## src/rtl/fcvt_pkg.sv

```systemverilog
package fcvt_pkg;

  typedef enum logic [2:0] {
    FC_ZERO = 3'd0,
    FC_NUM  = 3'd1,
    FC_INF  = 3'd2,
    FC_QNAN = 3'd3,
    FC_SNAN = 3'd4
  } fc_class_e;

endpackage

```

## src/rtl/fcvt_classify.sv

```systemverilog
module fcvt_classify #(
  parameter int INT_W = 32,
  parameter int EXP_W = 16
) (
  input  logic [2:0]             class_i,
  input  logic signed [EXP_W-1:0] exp_i,
  output logic                   is_zero_o,
  output logic                   take_shift_o,
  output logic                   force_inv_o
);
  import fcvt_pkg::*;

  localparam logic signed [EXP_W:0] WIDTH_S = (EXP_W+1)'(INT_W);

  logic signed [EXP_W:0] exp_x;
  logic                  is_num;
  logic                  exp_big;

  always_comb begin
    exp_x        = (EXP_W+1)'(exp_i);
    is_zero_o    = (class_i == FC_ZERO);
    is_num       = (class_i == FC_NUM);
    exp_big      = (exp_x >= WIDTH_S);
    take_shift_o = is_num && !exp_big;
    // infinity, both NaNs, unused codes and oversized exponents share one path
    force_inv_o  = !is_zero_o && !take_shift_o;
  end

endmodule

```

## src/rtl/fcvt_align.sv

```systemverilog
module fcvt_align #(
  parameter int INT_W  = 32,
  parameter int MANT_W = 24,
  parameter int EXP_W  = 16
) (
  input  logic signed [EXP_W-1:0] exp_i,
  input  logic [MANT_W-1:0]       mant_i,
  input  logic                    sticky_i,
  output logic [INT_W-1:0]        mag_o,
  output logic                    lost_o
);
  localparam int DW     = EXP_W + 2 + $clog2(MANT_W + INT_W + 1);
  localparam int RW     = $clog2(MANT_W + 1);
  localparam int LW     = $clog2(INT_W + 1);
  localparam int WIDE_W = (MANT_W > INT_W) ? MANT_W : INT_W;
  localparam logic signed [DW-1:0] POINT = DW'(MANT_W - 1);
  localparam logic signed [DW-1:0] RCAP  = DW'(MANT_W);
  localparam logic signed [DW-1:0] LCAP  = DW'(INT_W);

  logic signed [DW-1:0] exp_x;
  logic signed [DW-1:0] rsh;
  logic signed [DW-1:0] lsh;
  logic [RW-1:0]        ramt;
  logic [LW-1:0]        lamt;
  logic [MANT_W-1:0]    drop_mask;
  logic [WIDE_W-1:0]    wide_m;
  logic [WIDE_W-1:0]    right_v;
  logic [WIDE_W-1:0]    left_v;

  always_comb begin
    exp_x     = DW'(exp_i);
    rsh       = POINT - exp_x;
    lsh       = exp_x - POINT;
    // shift amounts clamp: a full-width right shift already yields zero
    ramt      = (rsh > RCAP) ? RW'(MANT_W) : RW'(rsh);
    lamt      = (lsh > LCAP) ? LW'(INT_W) : LW'(lsh);
    wide_m    = WIDE_W'(mant_i);
    right_v   = wide_m >> ramt;
    left_v    = wide_m << lamt;
    drop_mask = ~({MANT_W{1'b1}} << ramt);
    if (rsh >= 0) begin
      mag_o  = INT_W'(right_v);
      lost_o = sticky_i | (|(mant_i & drop_mask));
    end else begin
      mag_o  = INT_W'(left_v);
      lost_o = sticky_i;
    end
  end

endmodule

```

## src/rtl/fcvt_saturate.sv

```systemverilog
module fcvt_saturate #(
  parameter int INT_W = 32
) (
  input  logic             sign_i,
  input  logic [INT_W-1:0] mag_i,
  input  logic             force_i,
  output logic [INT_W-1:0] res_o,
  output logic             invalid_o
);
  localparam logic [INT_W:0]   HALF   = (INT_W+1)'(1) << (INT_W - 1);
  localparam logic [INT_W-1:0] MAXPOS = {1'b0, {(INT_W-1){1'b1}}};

  logic [INT_W:0] limit;

  always_comb begin
    // negative side reaches one step further than the positive side
    limit     = HALF + (INT_W+1)'(sign_i);
    invalid_o = force_i | ({1'b0, mag_i} >= limit);
    if (invalid_o)
      res_o = MAXPOS + INT_W'(sign_i);
    else if (sign_i)
      res_o = ~mag_i + INT_W'(1);
    else
      res_o = mag_i;
  end

endmodule

```

## src/rtl/fcvt_trunc_int.sv

```systemverilog
module fcvt_trunc_int #(
  parameter int INT_W  = 32,
  parameter int MANT_W = 24,
  parameter int EXP_W  = 16
) (
  input  logic                    clk,
  input  logic                    rst,
  input  logic                    in_valid,
  input  logic [2:0]              in_class,
  input  logic                    in_sign,
  input  logic signed [EXP_W-1:0] in_exp,
  input  logic [MANT_W-1:0]       in_mant,
  input  logic                    in_sticky,
  output logic                    out_valid,
  output logic [INT_W-1:0]        out_int,
  output logic                    out_invalid,
  output logic                    out_lost
);

  // stage 0 combinational: classify and align
  logic             c_zero;
  logic             c_shift;
  logic             c_force;
  logic [INT_W-1:0] a_mag;
  logic             a_lost;

  fcvt_classify #(.INT_W(INT_W), .EXP_W(EXP_W)) u_classify (
    .class_i     (in_class),
    .exp_i       (in_exp),
    .is_zero_o   (c_zero),
    .take_shift_o(c_shift),
    .force_inv_o (c_force)
  );

  fcvt_align #(.INT_W(INT_W), .MANT_W(MANT_W), .EXP_W(EXP_W)) u_align (
    .exp_i   (in_exp),
    .mant_i  (in_mant),
    .sticky_i(in_sticky),
    .mag_o   (a_mag),
    .lost_o  (a_lost)
  );

  // stage 1 registers
  logic             s1_valid;
  logic             s1_sign;
  logic             s1_force;
  logic             s1_lost;
  logic [INT_W-1:0] s1_mag;

  always_ff @(posedge clk) begin
    if (rst) begin
      s1_valid <= 1'b0;
      s1_sign  <= 1'b0;
      s1_force <= 1'b0;
      s1_lost  <= 1'b0;
      s1_mag   <= '0;
    end else begin
      s1_valid <= in_valid;
      if (in_valid) begin
        s1_sign  <= in_sign;
        s1_force <= c_force;
        s1_lost  <= c_shift & a_lost;
        s1_mag   <= c_shift ? a_mag : '0;
      end
    end
  end

  // stage 1 combinational: range check and sign
  logic [INT_W-1:0] r_int;
  logic             r_inv;

  fcvt_saturate #(.INT_W(INT_W)) u_saturate (
    .sign_i   (s1_sign),
    .mag_i    (s1_mag),
    .force_i  (s1_force),
    .res_o    (r_int),
    .invalid_o(r_inv)
  );

  // stage 2 output registers
  always_ff @(posedge clk) begin
    if (rst) begin
      out_valid   <= 1'b0;
      out_int     <= '0;
      out_invalid <= 1'b0;
      out_lost    <= 1'b0;
    end else begin
      out_valid <= s1_valid;
      if (s1_valid) begin
        out_int     <= r_int;
        out_invalid <= r_inv;
        out_lost    <= s1_lost & ~r_inv;
      end
    end
  end

  logic unused_zero;
  assign unused_zero = c_zero;

endmodule

```

## config.mk

```make
export PLATFORM = sky130hd
export DESIGN_NAME = fcvt_trunc_int
export DESIGN_NICKNAME = d
export VERILOG_FILES = /design/src/rtl/fcvt_pkg.sv /design/src/rtl/fcvt_classify.sv /design/src/rtl/fcvt_align.sv /design/src/rtl/fcvt_saturate.sv /design/src/rtl/fcvt_trunc_int.sv
export SDC_FILE = /design/constraint.sdc
export NUM_CORES = 1
export LEC_CHECK = 0
export BUFFER_PORTS_ARGS = -buffer_cell sky130_fd_sc_hd__clkbuf_2
export CAP_MARGIN = 15
export CORE_MARGIN = 5
export CORE_UTILIZATION = 45
export DETAILED_ROUTE_END_ITERATION = 7
export PLACE_DENSITY = 0.62
export SKIP_CTS_REPAIR_TIMING = 1
export SLEW_MARGIN = 30
export SYNTH_ARGS = -nofsm -noshare
export SYNTH_HDL_FRONTEND = slang
export SYNTH_HIERARCHICAL = 1
export SYNTH_SLANG_ARGS = --single-unit
```

## constraint.sdc

```tcl
create_clock -name clk -period 5.19 [get_ports clk]
set_input_delay 1.038 -clock clk [delete_from_list [all_inputs] [get_ports clk]]
set_output_delay 1.038 -clock clk [all_outputs]
set_load 0.05 [all_outputs]
```

==> impl_metrics.toml <==
[run]
drv_cap = 0

[clocking]
clock_latency_ps = 340
cts_tree = "done"
clkSlewWorstSetupHoldPaths_ps = 60
htreeDepth = 3
clock_sinks = 71
cts_buffers = 9
clock-root-buffer = "clkbuf_16"
cts_max_path_buffers = 2

[final_layout]
antenna_cells = 0
post-route-util_pct = 50.1
nNetsFinal = 1312
drive_gt1_share_pct = 18.6
stdcell_count = 1528
design_area_um2 = 9720
area_growth_pct = 10.0

[placed_design]
post-place-ws_ps = 115
port_buffers = 82
hpwlAfterDp_um = 26100
dpl_cell_area_um2 = 9450
gp_congestion = 1.02
dp_cells = 1512

[grt]
grt_util_all_layers_pct = 30.8
grt_start_max_net_pins = 76
grt_pass1_vias = 9478
grt_first_pass_wirelength_um = 55200
grt_overflow = 0
antenna_found_initial = 0

[drt]
routed_wl_um = 35600
ant_nets = 0
drt-pass1-iter-count = 7
drt-initial-drc-count = 1452
drt-vias-per-instance = 6.83
post-route-drc-count = 0
vias = 10400
post_drt_wl_per_cell_um = 23.3

[sta]
maxSlewViolCount = 0
hold_viol_final = 0
tns_ps = 0
relSlewSlack_pct = 32.7
tightest_slew_ps = 1010
whs_ps = 468
setup_violations = 0
max_freq_mhz = 205
fin_crit_sh_pct = 94.1
setup_slack_ps = 307
min_period_ps = 4880
skew_ps = 7.71
rsz0062_at_grt = "false"

[floorplanning]
rows = 51
die_y_um = 150
fp.dieArea_um2 = 22500
initial_utilization_pct = 45.6
core-area_um2 = 19400
io_pins = 83
die_w_um = 150

[setup_path]
reg2reg_to = "out_int[11]"
crit_required_ps = 5450
startpoint_type = "input pin"
r2r_cells = 11
endpoint_kind = "flop"
crit_slowest_cell = "or4_1"
r2r_start = "s1_sign"
cp_max_fo = 16
cp_slowest_stage_delay_ps = 740
arrival_ps = 5150
r2r_slack_ps = 2050
path_cells = "clkbuf_2, or4_1, o41a_1, a22oi_1, nor4_4, buf_4, a21oi_2, o21ai_0, a2111oi_0, a221oi_1, o21ai_1, a22o_1, nand3_1, a21oi_1"
path_class = "in -> reg"

[logic_synthesis]
synthesis.area_um2 = 8840
syn-num-nets = 1282
avgSynthCellArea_um2 = 7.20
synthCells = 1228
ys_warn_count = 6

[pwr]
power.total_mw = 1.90
ir_drop_mv = 0.147
leakagePower_nw = 3.77
powerDensity_nw_per_um2 = 195

[hold_path]
worstHoldEndpoint = "out_lost"
hp-class = "reg -> reg"
min_from = "out_lost"
holdPathStages = 2

[run_status]
status = "completed"
[cell type report]
type | count | area [um2]
clock buffers | 10 | 229
clock inverters | 6 | 46.3
fillers | 2002 | 9670
inverters | 22 | 82.6
multi-input cells | 1007 | 6670
flip-flops and latches | 71 | 1430
well taps | 265 | 332
repair buffers | 147 | 936
[worst max-delay path by stage]
stage	start	end	depth (start not counted)	slack, ps
final	in_exp[8]	s1_mag[2]	14	310
after global routing	in_exp[8]	s1_mag[3]	15	200
after CTS	in_exp[8]	s1_mag[2]	14	460
after detailed placement	in_exp[8]	s1_mag[2]	14	120
after global placement	in_exp[8]	s1_mag[2]	14	160
after floorplan	in_exp[3]	s1_mag[30]	17	800
[worst max-delay path: cells and delay by family]
family	cells	cell delay [ps]
AND/OR/NAND/NOR	3	940
AO/OA/AOI/OAI	9	2800
buffers and inverters	2	370
[power by group]
part	internal (mW)	leakage [nW]	switching [mW]
Clock	0.326	0.129	0.243
Combinational	0.257	3.06	0.506
Sequential	0.557	0.575	0.0128
Total	1.14	3.77	0.762
[registers in the layout (all words and copies together), names as in the netlist]
| signal | count |
|---|---|
| out_int | 32 |
| out_invalid | 1 |
| s1_sign | 1 |
| s1_force | 1 |
| s1_valid | 1 |
| out_lost | 1 |
| s1_lost | 1 |
| s1_mag | 32 |
| out_valid | 1 |
[metal layers]
layer / GRT usage (%) / vias to the layer above / share of wire [%]
met1: 42.3 / 4885 / 42
met5: 0 / - / 0
met3: 4.91 / 119 / 9.1
met2: 48.3 / 635 / 44
met4: 12.3 / 0 / 4.7
li1: - / 4800 / -
[cells in the final DEF, fill, tap and decap left out, types with 16 or more instances in the layout]
cell type	count
nor2_1	136
a21oi_1	93
nand2_1	89
clkbuf_2	82
dfxtp_1	70
buf_4	62
mux2i_1	58
nand3_1	49
nor3_1	40
nand2b_1	36
o21ai_0	33
a211oi_1	27
a31oi_1	26
o31ai_1	24
inv_1	19
or3_1	19
nor2b_1	18
o22ai_1	18
a221oi_1	18
a221o_1	17
o211ai_1	16
Note: power is estimated with default switching activity, not from simulation.
